**src/rtl/uart_regfront_pkg.sv**
```systemverilog
package uart_regfront_pkg;

    localparam int IDX_DATA = 0;
    localparam int IDX_IER  = 1;
    localparam int IDX_IID  = 2;
    localparam int IDX_LCR  = 3;
    localparam int IDX_MCR  = 4;
    localparam int IDX_LSR  = 5;
    localparam int IDX_MSR  = 6;
    localparam int IDX_DIV  = 7;
    localparam int NUM_REGS = 8;

    localparam int EN_RX  = 0;
    localparam int EN_TX  = 1;
    localparam int EN_LS  = 2;
    localparam int EN_MS  = 3;
    localparam int IER_W  = 4;

    localparam logic [2:0] IID_LINE  = 3'b110;
    localparam logic [2:0] IID_RXD   = 3'b100;
    localparam logic [2:0] IID_TXE   = 3'b010;
    localparam logic [2:0] IID_MODEM = 3'b000;
    localparam logic [2:0] IID_NONE  = 3'b001;

    typedef enum logic {RX_EMPTY, RX_FULL} rx_state_e;
    typedef enum logic {TX_IDLE, TX_HOLD} tx_state_e;

    typedef struct packed {
        logic temt;
        logic thre;
        logic brk;
        logic fe;
        logic pe;
        logic oe;
        logic dr;
    } lsr_t;

endpackage

```
**src/rtl/uart_rf_rxhold.sv**
```systemverilog
module uart_rf_rxhold
    import uart_regfront_pkg::*;
(
    input  logic       clk,
    input  logic       rst_n,
    input  logic [7:0] rx_data,
    input  logic [2:0] rx_err,
    input  logic       rx_valid,
    input  logic       rd_pulse,
    output logic [7:0] hold_byte,
    output logic       dr,
    output logic       oe,
    output logic [2:0] err_flags,
    output logic       rx_ready
);

    rx_state_e state_q, state_d;
    logic [7:0] byte_q;
    logic       oe_q;
    logic [2:0] err_q;

    always_comb begin
        state_d = state_q;
        unique case (state_q)
            RX_EMPTY: if (rx_valid) state_d = RX_FULL;
            RX_FULL: begin
                if (rx_valid)      state_d = RX_FULL;
                else if (rd_pulse) state_d = RX_EMPTY;
            end
        endcase
    end

    always_ff @(posedge clk or negedge rst_n) begin
        if (!rst_n) begin
            state_q <= RX_EMPTY;
        end else begin
            state_q <= state_d;
        end
    end

    always_ff @(posedge clk or negedge rst_n) begin
        if (!rst_n) begin
            byte_q <= '0;
            oe_q   <= 1'b0;
            err_q  <= '0;
        end else if (rx_valid) begin
            byte_q <= rx_data;
            err_q  <= err_q | rx_err;
            if (state_q == RX_FULL && !rd_pulse) oe_q <= 1'b1;
        end
    end

    always_comb begin
        dr        = (state_q == RX_FULL);
        rx_ready  = (state_q == RX_EMPTY);
        hold_byte = byte_q;
        oe        = oe_q;
        err_flags = err_q;
    end

    p_capture_r4: assert property (@(posedge clk) disable iff (!rst_n)
        rx_valid |=> dr);
    p_ovr_sticky_r5: assert property (@(posedge clk) disable iff (!rst_n)
        oe |=> oe);
    p_err_sticky_r7: assert property (@(posedge clk) disable iff (!rst_n)
        (err_flags != 3'b000) |=> ((err_flags & $past(err_flags)) == $past(err_flags)));

endmodule

```
**src/rtl/uart_rf_txhold.sv**
```systemverilog
module uart_rf_txhold
    import uart_regfront_pkg::*;
(
    input  logic       clk,
    input  logic       rst_n,
    input  logic       wr_pulse,
    input  logic [7:0] wr_byte,
    input  logic       tx_ready,
    output logic [7:0] tx_data,
    output logic       tx_valid,
    output logic       tx_idle
);

    tx_state_e state_q, state_d;
    logic [7:0] byte_q;

    always_comb begin
        state_d = state_q;
        unique case (state_q)
            TX_IDLE: if (wr_pulse) state_d = TX_HOLD;
            TX_HOLD: if (tx_ready) state_d = TX_IDLE;
        endcase
    end

    always_ff @(posedge clk or negedge rst_n) begin
        if (!rst_n) begin
            state_q <= TX_IDLE;
            byte_q  <= '0;
        end else begin
            state_q <= state_d;
            if (state_q == TX_IDLE && wr_pulse) byte_q <= wr_byte;
        end
    end

    always_comb begin
        tx_valid = (state_q == TX_HOLD);
        tx_idle  = (state_q == TX_IDLE);
        tx_data  = byte_q;
    end

    p_hold_stable_r8: assert property (@(posedge clk) disable iff (!rst_n)
        (tx_valid && !tx_ready) |=> (tx_valid && $stable(tx_data)));
    p_drop_busy_r9: assert property (@(posedge clk) disable iff (!rst_n)
        (tx_valid && wr_pulse) |=> $stable(tx_data));

endmodule

```
**src/rtl/uart_rf_irqenc.sv**
```systemverilog
module uart_rf_irqenc
    import uart_regfront_pkg::*;
(
    input  logic [IER_W-1:0] ier,
    input  lsr_t             lsr,
    input  logic [3:0]       msr_delta,
    output logic [2:0]       iid,
    output logic             irq
);

    logic line_evt, rx_evt, tx_evt, ms_evt;

    always_comb begin
        line_evt = (lsr.oe | lsr.pe | lsr.fe | lsr.brk) & ier[EN_LS];
        rx_evt   = lsr.dr & ier[EN_RX];
        tx_evt   = lsr.thre & ier[EN_TX];
        ms_evt   = (|msr_delta) & ier[EN_MS];
        irq      = 1'b1;
        if (line_evt)    iid = IID_LINE;
        else if (rx_evt) iid = IID_RXD;
        else if (tx_evt) iid = IID_TXE;
        else if (ms_evt) iid = IID_MODEM;
        else begin
            iid = IID_NONE;
            irq = 1'b0;
        end
    end

endmodule

```
**src/rtl/uart_regfront.sv**
```systemverilog
module uart_regfront
    import uart_regfront_pkg::*;
#(
    parameter int ADDR_W = 8,
    parameter int DATA_W = 32,
    parameter int LCR_W  = 8,
    parameter int MCR_W  = 8,
    parameter int DIV_W  = 16
) (
    input  logic              clk,
    input  logic              rst_n,
    input  logic [ADDR_W-1:0] bus_addr,
    input  logic              bus_we,
    input  logic [DATA_W-1:0] bus_wdata,
    input  logic              bus_re,
    output logic [DATA_W-1:0] bus_rdata,
    input  logic [7:0]        rx_data,
    input  logic [2:0]        rx_err,
    input  logic              rx_valid,
    output logic              rx_ready,
    output logic [7:0]        tx_data,
    output logic              tx_valid,
    input  logic              tx_ready,
    input  logic [7:0]        modem_stat,
    output logic [LCR_W-1:0]  line_ctrl,
    output logic [MCR_W-1:0]  modem_ctrl,
    output logic [DIV_W-1:0]  divisor,
    output logic              irq
);

    localparam int IDX_W = ADDR_W - 2;

    logic [NUM_REGS-1:0] hit;
    logic [NUM_REGS-1:0] wr_hit;

    for (genvar g = 0; g < NUM_REGS; g++) begin : g_dec
        assign hit[g]    = (bus_addr[ADDR_W-1:2] == IDX_W'(g));
        assign wr_hit[g] = bus_we & hit[g];
    end

    logic rd_data_pulse;
    assign rd_data_pulse = bus_re & hit[IDX_DATA];

    logic [IER_W-1:0] ier_q;
    logic [LCR_W-1:0] lcr_q;
    logic [MCR_W-1:0] mcr_q;
    logic [DIV_W-1:0] div_q;
    logic [7:0]       msr_q;

    always_ff @(posedge clk or negedge rst_n) begin
        if (!rst_n) begin
            ier_q <= '0;
            lcr_q <= '0;
            mcr_q <= '0;
            div_q <= '0;
            msr_q <= '0;
        end else begin
            msr_q <= modem_stat;
            if (wr_hit[IDX_IER]) ier_q <= bus_wdata[IER_W-1:0];
            if (wr_hit[IDX_LCR]) lcr_q <= bus_wdata[LCR_W-1:0];
            if (wr_hit[IDX_MCR]) mcr_q <= bus_wdata[MCR_W-1:0];
            if (wr_hit[IDX_DIV]) div_q <= bus_wdata[DIV_W-1:0];
        end
    end

    logic [7:0] hold_byte;
    logic       dr, oe, tx_idle;
    logic [2:0] err_flags;

    uart_rf_rxhold u_rx (
        .clk       (clk),
        .rst_n     (rst_n),
        .rx_data   (rx_data),
        .rx_err    (rx_err),
        .rx_valid  (rx_valid),
        .rd_pulse  (rd_data_pulse),
        .hold_byte (hold_byte),
        .dr        (dr),
        .oe        (oe),
        .err_flags (err_flags),
        .rx_ready  (rx_ready)
    );

    uart_rf_txhold u_tx (
        .clk      (clk),
        .rst_n    (rst_n),
        .wr_pulse (wr_hit[IDX_DATA]),
        .wr_byte  (bus_wdata[7:0]),
        .tx_ready (tx_ready),
        .tx_data  (tx_data),
        .tx_valid (tx_valid),
        .tx_idle  (tx_idle)
    );

    lsr_t lsr;
    always_comb begin
        lsr.dr   = dr;
        lsr.oe   = oe;
        lsr.pe   = err_flags[0];
        lsr.fe   = err_flags[1];
        lsr.brk  = err_flags[2];
        lsr.thre = tx_idle;
        lsr.temt = tx_idle;
    end

    logic [2:0] iid;

    uart_rf_irqenc u_irq (
        .ier       (ier_q),
        .lsr       (lsr),
        .msr_delta (msr_q[3:0]),
        .iid       (iid),
        .irq       (irq)
    );

    always_comb begin
        bus_rdata = '0;
        if (bus_re) begin
            if (hit[IDX_DATA]) bus_rdata[7:0] = hold_byte;
            if (hit[IDX_IID])  bus_rdata[2:0] = iid;
            if (hit[IDX_LSR])  bus_rdata[6:0] = lsr;
            if (hit[IDX_MSR])  bus_rdata[7:0] = msr_q;
        end
    end

    assign line_ctrl  = lcr_q;
    assign modem_ctrl = mcr_q;
    assign divisor    = div_q;

    logic unused_bits;
    assign unused_bits = ^{bus_wdata, bus_addr[1:0]};

    p_wo_read_zero_r2: assert property (@(posedge clk) disable iff (!rst_n)
        (bus_re && (hit[IDX_IER] || hit[IDX_LCR] || hit[IDX_MCR] || hit[IDX_DIV]))
        |-> (bus_rdata == '0));
    p_ro_ignore_r3: assert property (@(posedge clk) disable iff (!rst_n)
        (bus_we && !(|hit)) |=> ($stable(ier_q) && $stable(lcr_q) && $stable(div_q)));
    p_irq_code_r10: assert property (@(posedge clk) disable iff (!rst_n)
        irq |-> (iid[0] == 1'b0));
    p_idle_code_r10: assert property (@(posedge clk) disable iff (!rst_n)
        !irq |-> (iid == IID_NONE));
    p_rd_clears_r6: assert property (@(posedge clk) disable iff (!rst_n)
        (rd_data_pulse && !rx_valid) |=> rx_ready);

endmodule

```
**config.mk**
```make
export PLATFORM = sky130hd
export DESIGN_NAME = uart_regfront
export DESIGN_NICKNAME = d
export VERILOG_FILES = /design/src/rtl/uart_regfront_pkg.sv /design/src/rtl/uart_rf_rxhold.sv /design/src/rtl/uart_rf_txhold.sv /design/src/rtl/uart_rf_irqenc.sv /design/src/rtl/uart_regfront.sv
export SDC_FILE = /design/constraint.sdc
export NUM_CORES = 1
export LEC_CHECK = 0
export BUFFER_PORTS_ARGS = -buffer_cell sky130_fd_sc_hd__buf_4
export CAP_MARGIN = 10
export CELL_PAD_IN_SITES_DETAIL_PLACEMENT = 0
export CELL_PAD_IN_SITES_GLOBAL_PLACEMENT = 1
export CORE_MARGIN = 1.5
export CORE_UTILIZATION = 36
export CTS_BUF_LIST = sky130_fd_sc_hd__clkbuf_4 sky130_fd_sc_hd__clkbuf_8
export CTS_CLUSTER_SIZE = 28
export DETAILED_ROUTE_END_ITERATION = 10
export PLACE_DENSITY = 0.87
export REMOVE_ABC_BUFFERS = 1
export SYNTH_ARGS = -nofsm -noshare
export SYNTH_HDL_FRONTEND = slang
export SYNTH_SLANG_ARGS = --single-unit
```
**constraint.sdc**
```tcl
create_clock -name clk -period 1.7 [get_ports clk]
set_clock_uncertainty 0.2 [all_clocks]
set_input_delay 0 -clock clk [delete_from_list [all_inputs] [get_ports clk]]
set_output_delay 0 -clock clk [all_outputs]
set_load 0.005 [all_outputs]
```
After elaboration in Yosys (flattened, before gate mapping):

Cells that the tools add are included.

* flip-flop bits (word level): 66
* output and inout bits: 75
* bits of input ports: 65
* logic and storage cells: 60

* bitwise operators: 16
* mux-type cells: 20
* eq/ne operators: 7
* reductions and logical operators: 6

Operator list (number)
* 6-bit by 3-bit equality test with 1-bit output (second input constant): 4
* 8-bit 2-to-1 mux: 3
* 6-bit by 2-bit equality test with 1-bit output (second input constant): 2
* 3-bit 2-to-1 mux: 4
* 1-bit bitwise AND: 10
* 1-bit 2-to-1 mux: 10
* 7-bit 2-to-1 mux: 1
* 6-bit by 1-bit equality test with 1-bit output (second input constant): 1
* 6-bit zero test: 1
* 1-bit case mux with 2 select lines: 2
* 4-bit OR reduction: 1
* 1-bit bitwise OR: 3
* 3-bit bitwise OR: 1
* 1-bit logical AND: 2
* 1-bit NOT: 2
* 2-bit AND reduction: 1
* 1-bit zero test: 1

Logic depth before layout (Yosys ltp):

* word-level depth: 10
* depth in mapped cells: 5
* gate-level depth less buffers: 4

By module:

Synthesis repeated with hierarchy kept, for this count alone.

* cells, all modules: 216
* area total of the unflattened synthesis: 3055.4 sq um

Modules (own cells, without submodules)
* uart_regfront: sequential area each 1101.1 sq um, times used 1, area each 2122.0 sq um, cells each 157
* uart_rf_rxhold: sequential area each 325.3 sq um, times used 1, area each 496.7 sq um, cells each 29
* uart_rf_txhold: sequential area each 225.2 sq um, times used 1, area each 374.1 sq um, cells each 21
* uart_rf_irqenc: sequential area each 0.0 sq um, times used 1, area each 62.6 sq um, cells each 9

Worst setup path before layout:

OpenSTA, ideal clock, no wires.

* path kind: reg2out
* start: register u_rx.err_q[2] (netlist: u_rx.err_flags[2])
* end: output port bus_rdata[0]
* stages on the path, launching flop included: 5
* data arrival time: 1500 ps
* buffers on the path: 0
* setup slack: 0 ps
* data required time: 1500 ps
* path through: dfrtp_1 -> o41ai_1 -> nand4_1 -> or2_2 -> a21oi_1

* cells in the longest elaborated chain, start to end: 7

Ends and longest elaborated chain
* start: declaration: line uart_rf_rxhold.sv:20 `logic [2:0] err_q;`
* start signal: assignment: line uart_rf_rxhold.sv:48 `err_q <= err_q | rx_err;`
* 1-bit bitwise OR: line uart_rf_irqenc.sv:14 `line_evt = (lsr.oe | lsr.pe | lsr.fe | lsr.brk) & ier[EN_LS];`
* 1-bit bitwise AND: line uart_rf_irqenc.sv:14
* 3-bit 2-to-1 mux: line uart_rf_irqenc.sv:19 `if (line_evt) iid = IID_LINE;`
* 3-bit 2-to-1 mux: line uart_regfront.sv:120 `if (hit[IDX_IID]) bus_rdata[2:0] = iid;`
* 7-bit 2-to-1 mux: line uart_regfront.sv:121 `if (hit[IDX_LSR]) bus_rdata[6:0] = lsr;`
* 8-bit 2-to-1 mux: line uart_regfront.sv:122 `if (hit[IDX_MSR]) bus_rdata[7:0] = msr_q;`
* 8-bit 2-to-1 mux: line uart_regfront.sv:118 `if (bus_re) begin`
* end: declaration: line uart_regfront.sv:16 `output logic [DATA_W-1:0] bus_rdata,`

Every way passes these cells.

Final worst setup path:

Ends and elaborated chain as after synthesis.

==> results.yml <==
yosys:
  ys_types: 37
  ys_seq_area_frac: 0.573
  syn_inst: 208
  syn_area_mm2: 0.00288
  avgSynthCellArea_um2: 13.9
  synth.area.top_cells: "dfrtp_1 57%, mux2_2 20%, buf_4 6.3%"
  ys_ff_latch: 66
  ys_warn_count: 0
  yosysTopAreaCell: "dfrtp_1"
  synth_top_cell_area_share: 0.573
clock_network:
  clkLatencyLatePin_ns: 0.32
  cts_htree_levels: 3
  cts_sinks: 66
  clockRootBuffer: "clkbuf_8"
  cts_buffers: 9
  cts_buffer_depth: 2
  cts_tree: "yes"
  clkTransAtPathRegs_ns: 0.07
finish:
  drive_gt1_frac: 0.535
  antenna_cells: 0
  synthToLayoutAreaGrowth_pct: 60.3
  nFillCells: 632
  post-route-util: 0.598
  nets: 451
setup_path:
  required_ns: 1.50
  endpoint_kind: "output port"
  slowest_stage: "dfrtp_1"
  worstPathArrival_ns: 1.79
  crit_buf_inv: 1
  worstPathCellList: "o41ai_4, nand4_1, or2_4, a21oi_2, buf_4"
  start_kind: "flop"
  critPathTopFamily: "compound AO/OA/AOI/OAI gates"
  cpPeakStageDelay_ns: 0.41
  cp_max_fo: 2
  path_class: "reg -> out"
routing:
  wl_per_cell_um: 14.8
  drt_iter0_drc: 85
  dr.pass1.iters: 4
  drc: 0
  routed-via-count: 2298
  finalWirelength_mm: 7.29
  ant_nets: 0
  viasPerCell: 4.68
floorplan:
  fp.dieH_um: 92.5
  start_util: 0.373
  pin_count: 140
  die-area_mm2: 0.00855
  rows: 32
  core-area_mm2: 0.00773
  die_w_um: 92.5
timing:
  fin_ws_ns: -0.286
  max_freq_mhz: 504
  rsz0062_at_grt: "yes"
  hold_viol_final: 0
  drv_slew: 0
  period_share: 1.17
  finalSetupViolCount: 5
  period_minus_slack_ns: 1.99
global_routing:
  grt-ovfl-total: 0
  grt_pass1_vias: 2426
  track_usage: 0.178
  grt_start_max_net_pins: 40
  grt_antenna_before_repair: 0
  grt_pass1_wl_mm: 11.6
power_and_ir_drop:
  p_total_mw: 4.00
  power_leakage_nw: 2.24
  vdd_ir_drop_max_mv: 0.564
  p_per_area_mw_per_mm2: 866
placed_design:
  port-buffer-count: 97
  dp_hpwl_mm: 4.97
  gp_congestion: 0.864
run_status:
  violations: "setup timing"
  outcome: "finished, violations left"
min_path:
  min_path_type: "in -> reg"
job:
  cap_violations: 0
==> final timing paths <==
| kind | startpoint | to | slack [ns] | cells after the start |
|---|---|---|---|---|
| worst max-delay path | u_rx.err_flags[2] | bus_rdata[0] | -0.29 | 5 |
| worst min-delay path | bus_addr[4] | modem_ctrl[4] | 0.05 | 4 |
| worst max register to register | u_rx.err_flags[2] | u_rx.err_flags[2] | 0.12 | 3 |
| worst min register to register | line_ctrl[4] | line_ctrl[4] | 0.31 | 1 |
| max in group asynchronous | rst_n | divisor[0] | 0.28 | 4 |
| min in group asynchronous | rst_n | divisor[11] | 0.48 | 3 |
==> per-stage QoR <==
stage                     setup TNS (ns)  hold slack, ns  worst slack (ns)  instances  instance area (um^2)
after CTS                         -0.600         0.00859            -0.282        488                  4590
after global placement            -0.127          -0.262           -0.0293        421                  3800
after global routing               -1.32          0.0697            -0.355        491                  4620
after detailed placement          -0.316          -0.260           -0.0894        421                  3800
after floorplan                -0.000526          -0.496         -0.000526        204                  2770
final                             -0.694          0.0467            -0.286        491                  4620
==> power breakdown <==
group          switching, mW  total, mW  internal (mW)  leakage, nW
clock network          0.554       1.42          0.864        0.109
registers             0.0936       1.83           1.74        0.830
logic                  0.258      0.751          0.492         1.30
==> cell usage after synthesis (all sizes together) <==
| cell | number |
|---|---|
| dfrtp | 66 |
| mux2 | 52 |
| buf | 25 |
| a21oi | 8 |
| o21ai | 7 |
| nand2 | 6 |
| nor2 | 6 |
| a21o | 5 |
| a221oi | 4 |
| clkbuf | 2 |
| inv | 2 |
| nand3 | 2 |
| nand4 | 2 |
| nor2b | 2 |
| nor3 | 2 |
| nor3b | 2 |
| o41ai | 2 |
| or2 | 2 |
| a22oi | 1 |
| and2 | 1 |
| and4bb | 1 |
| conb | 1 |
| nand2b | 1 |
| nand4b | 1 |
| o2111ai | 1 |
| o211ai | 1 |
| or3b | 1 |
| or4 | 1 |
| or4b | 1 |
==> area by class of cell <==
cell class	count	area [um^2]	share of cell area
inverter	2	7.51	0.00162
clock inverter	3	65.1	0.0141
clock buffer	11	145	0.0314
multi-input combinational	136	1160	0.251
tap	102	128	0.0276
sequential	66	1650	0.357
timing repair buffer	171	1460	0.317
==> logic make-up (layout without fill, tap and decap cells) <==
logic type | after synthesis | count (layout) | share of synthesized area
flops | 66 | 66 | 0.573
buf+inv | 29 | 187 | 0.0716
other cells | 1 | 24 | 0.00130
mux | 52 | 52 | 0.203
simple gates | 31 | 31 | 0.0842
compound gates | 29 | 29 | 0.0668
==> worst register-to-register path, stage by stage, from the launching register on <==
cell	delay, ns
dfrtp_1	0.41
buf_4	0.16
a21o_1	0.15
dlygate4sd3_1	0.55
==> layer usage <==
metal / routed length, um / global-route usage / vias to the layer above
met5: 0 / 0 / -
met4: 130 / 0.0782 / 0
met3: 399 / 0.0427 / 13
met2: 3770 / 0.311 / 82
met1: 2990 / 0.207 / 1150
li1: - / - / 1053
==> flip-flops by register name, summed over array words and instances, names as in the netlist <==
signal          cells
line_ctrl           8
u_rx.dr             1
u_tx.tx_valid       1
u_rx.err_flags      3
u_rx.hold_byte      8
ier_q               4
u_tx.tx_data        8
divisor            16
msr_q               8
u_rx.oe             1
modem_ctrl          8
==> cells in the final DEF, fill, tap and decap left out, types with 2 or more instances in the layout <==
cell,synthesis,routed
o21ai_1,5,3
conb_1,1,24
a221oi_1,4,4
nor2_1,4,4
buf_12,0,3
buf_4,24,114
clkbuf_8,0,10
a21oi_1,8,6
nand3_1,2,2
dfrtp_1,66,66
o21ai_2,1,3
nand2_1,6,6
nor2b_1,2,2
inv_1,2,2
buf_6,1,2
bufinv_16,0,2
mux2_2,52,52
a21oi_2,0,2
a21o_1,5,5
dlygate4sd3_1,0,51
==> timing repair <==
| item | CTS | global route |
|---|---|---|
| endpoints found under the setup margin | 8 | 9 |
| buffers inserted | 4 | 4 |
| pin swaps | 6 | 6 |
| hold buffers | 51 | 0 |
| gates resized for setup | 12 | 1 |
| endpoints found under the hold margin | 132 | 0 |
| cloned | 0 | 0 |
(Power assumes the default switching activity.)
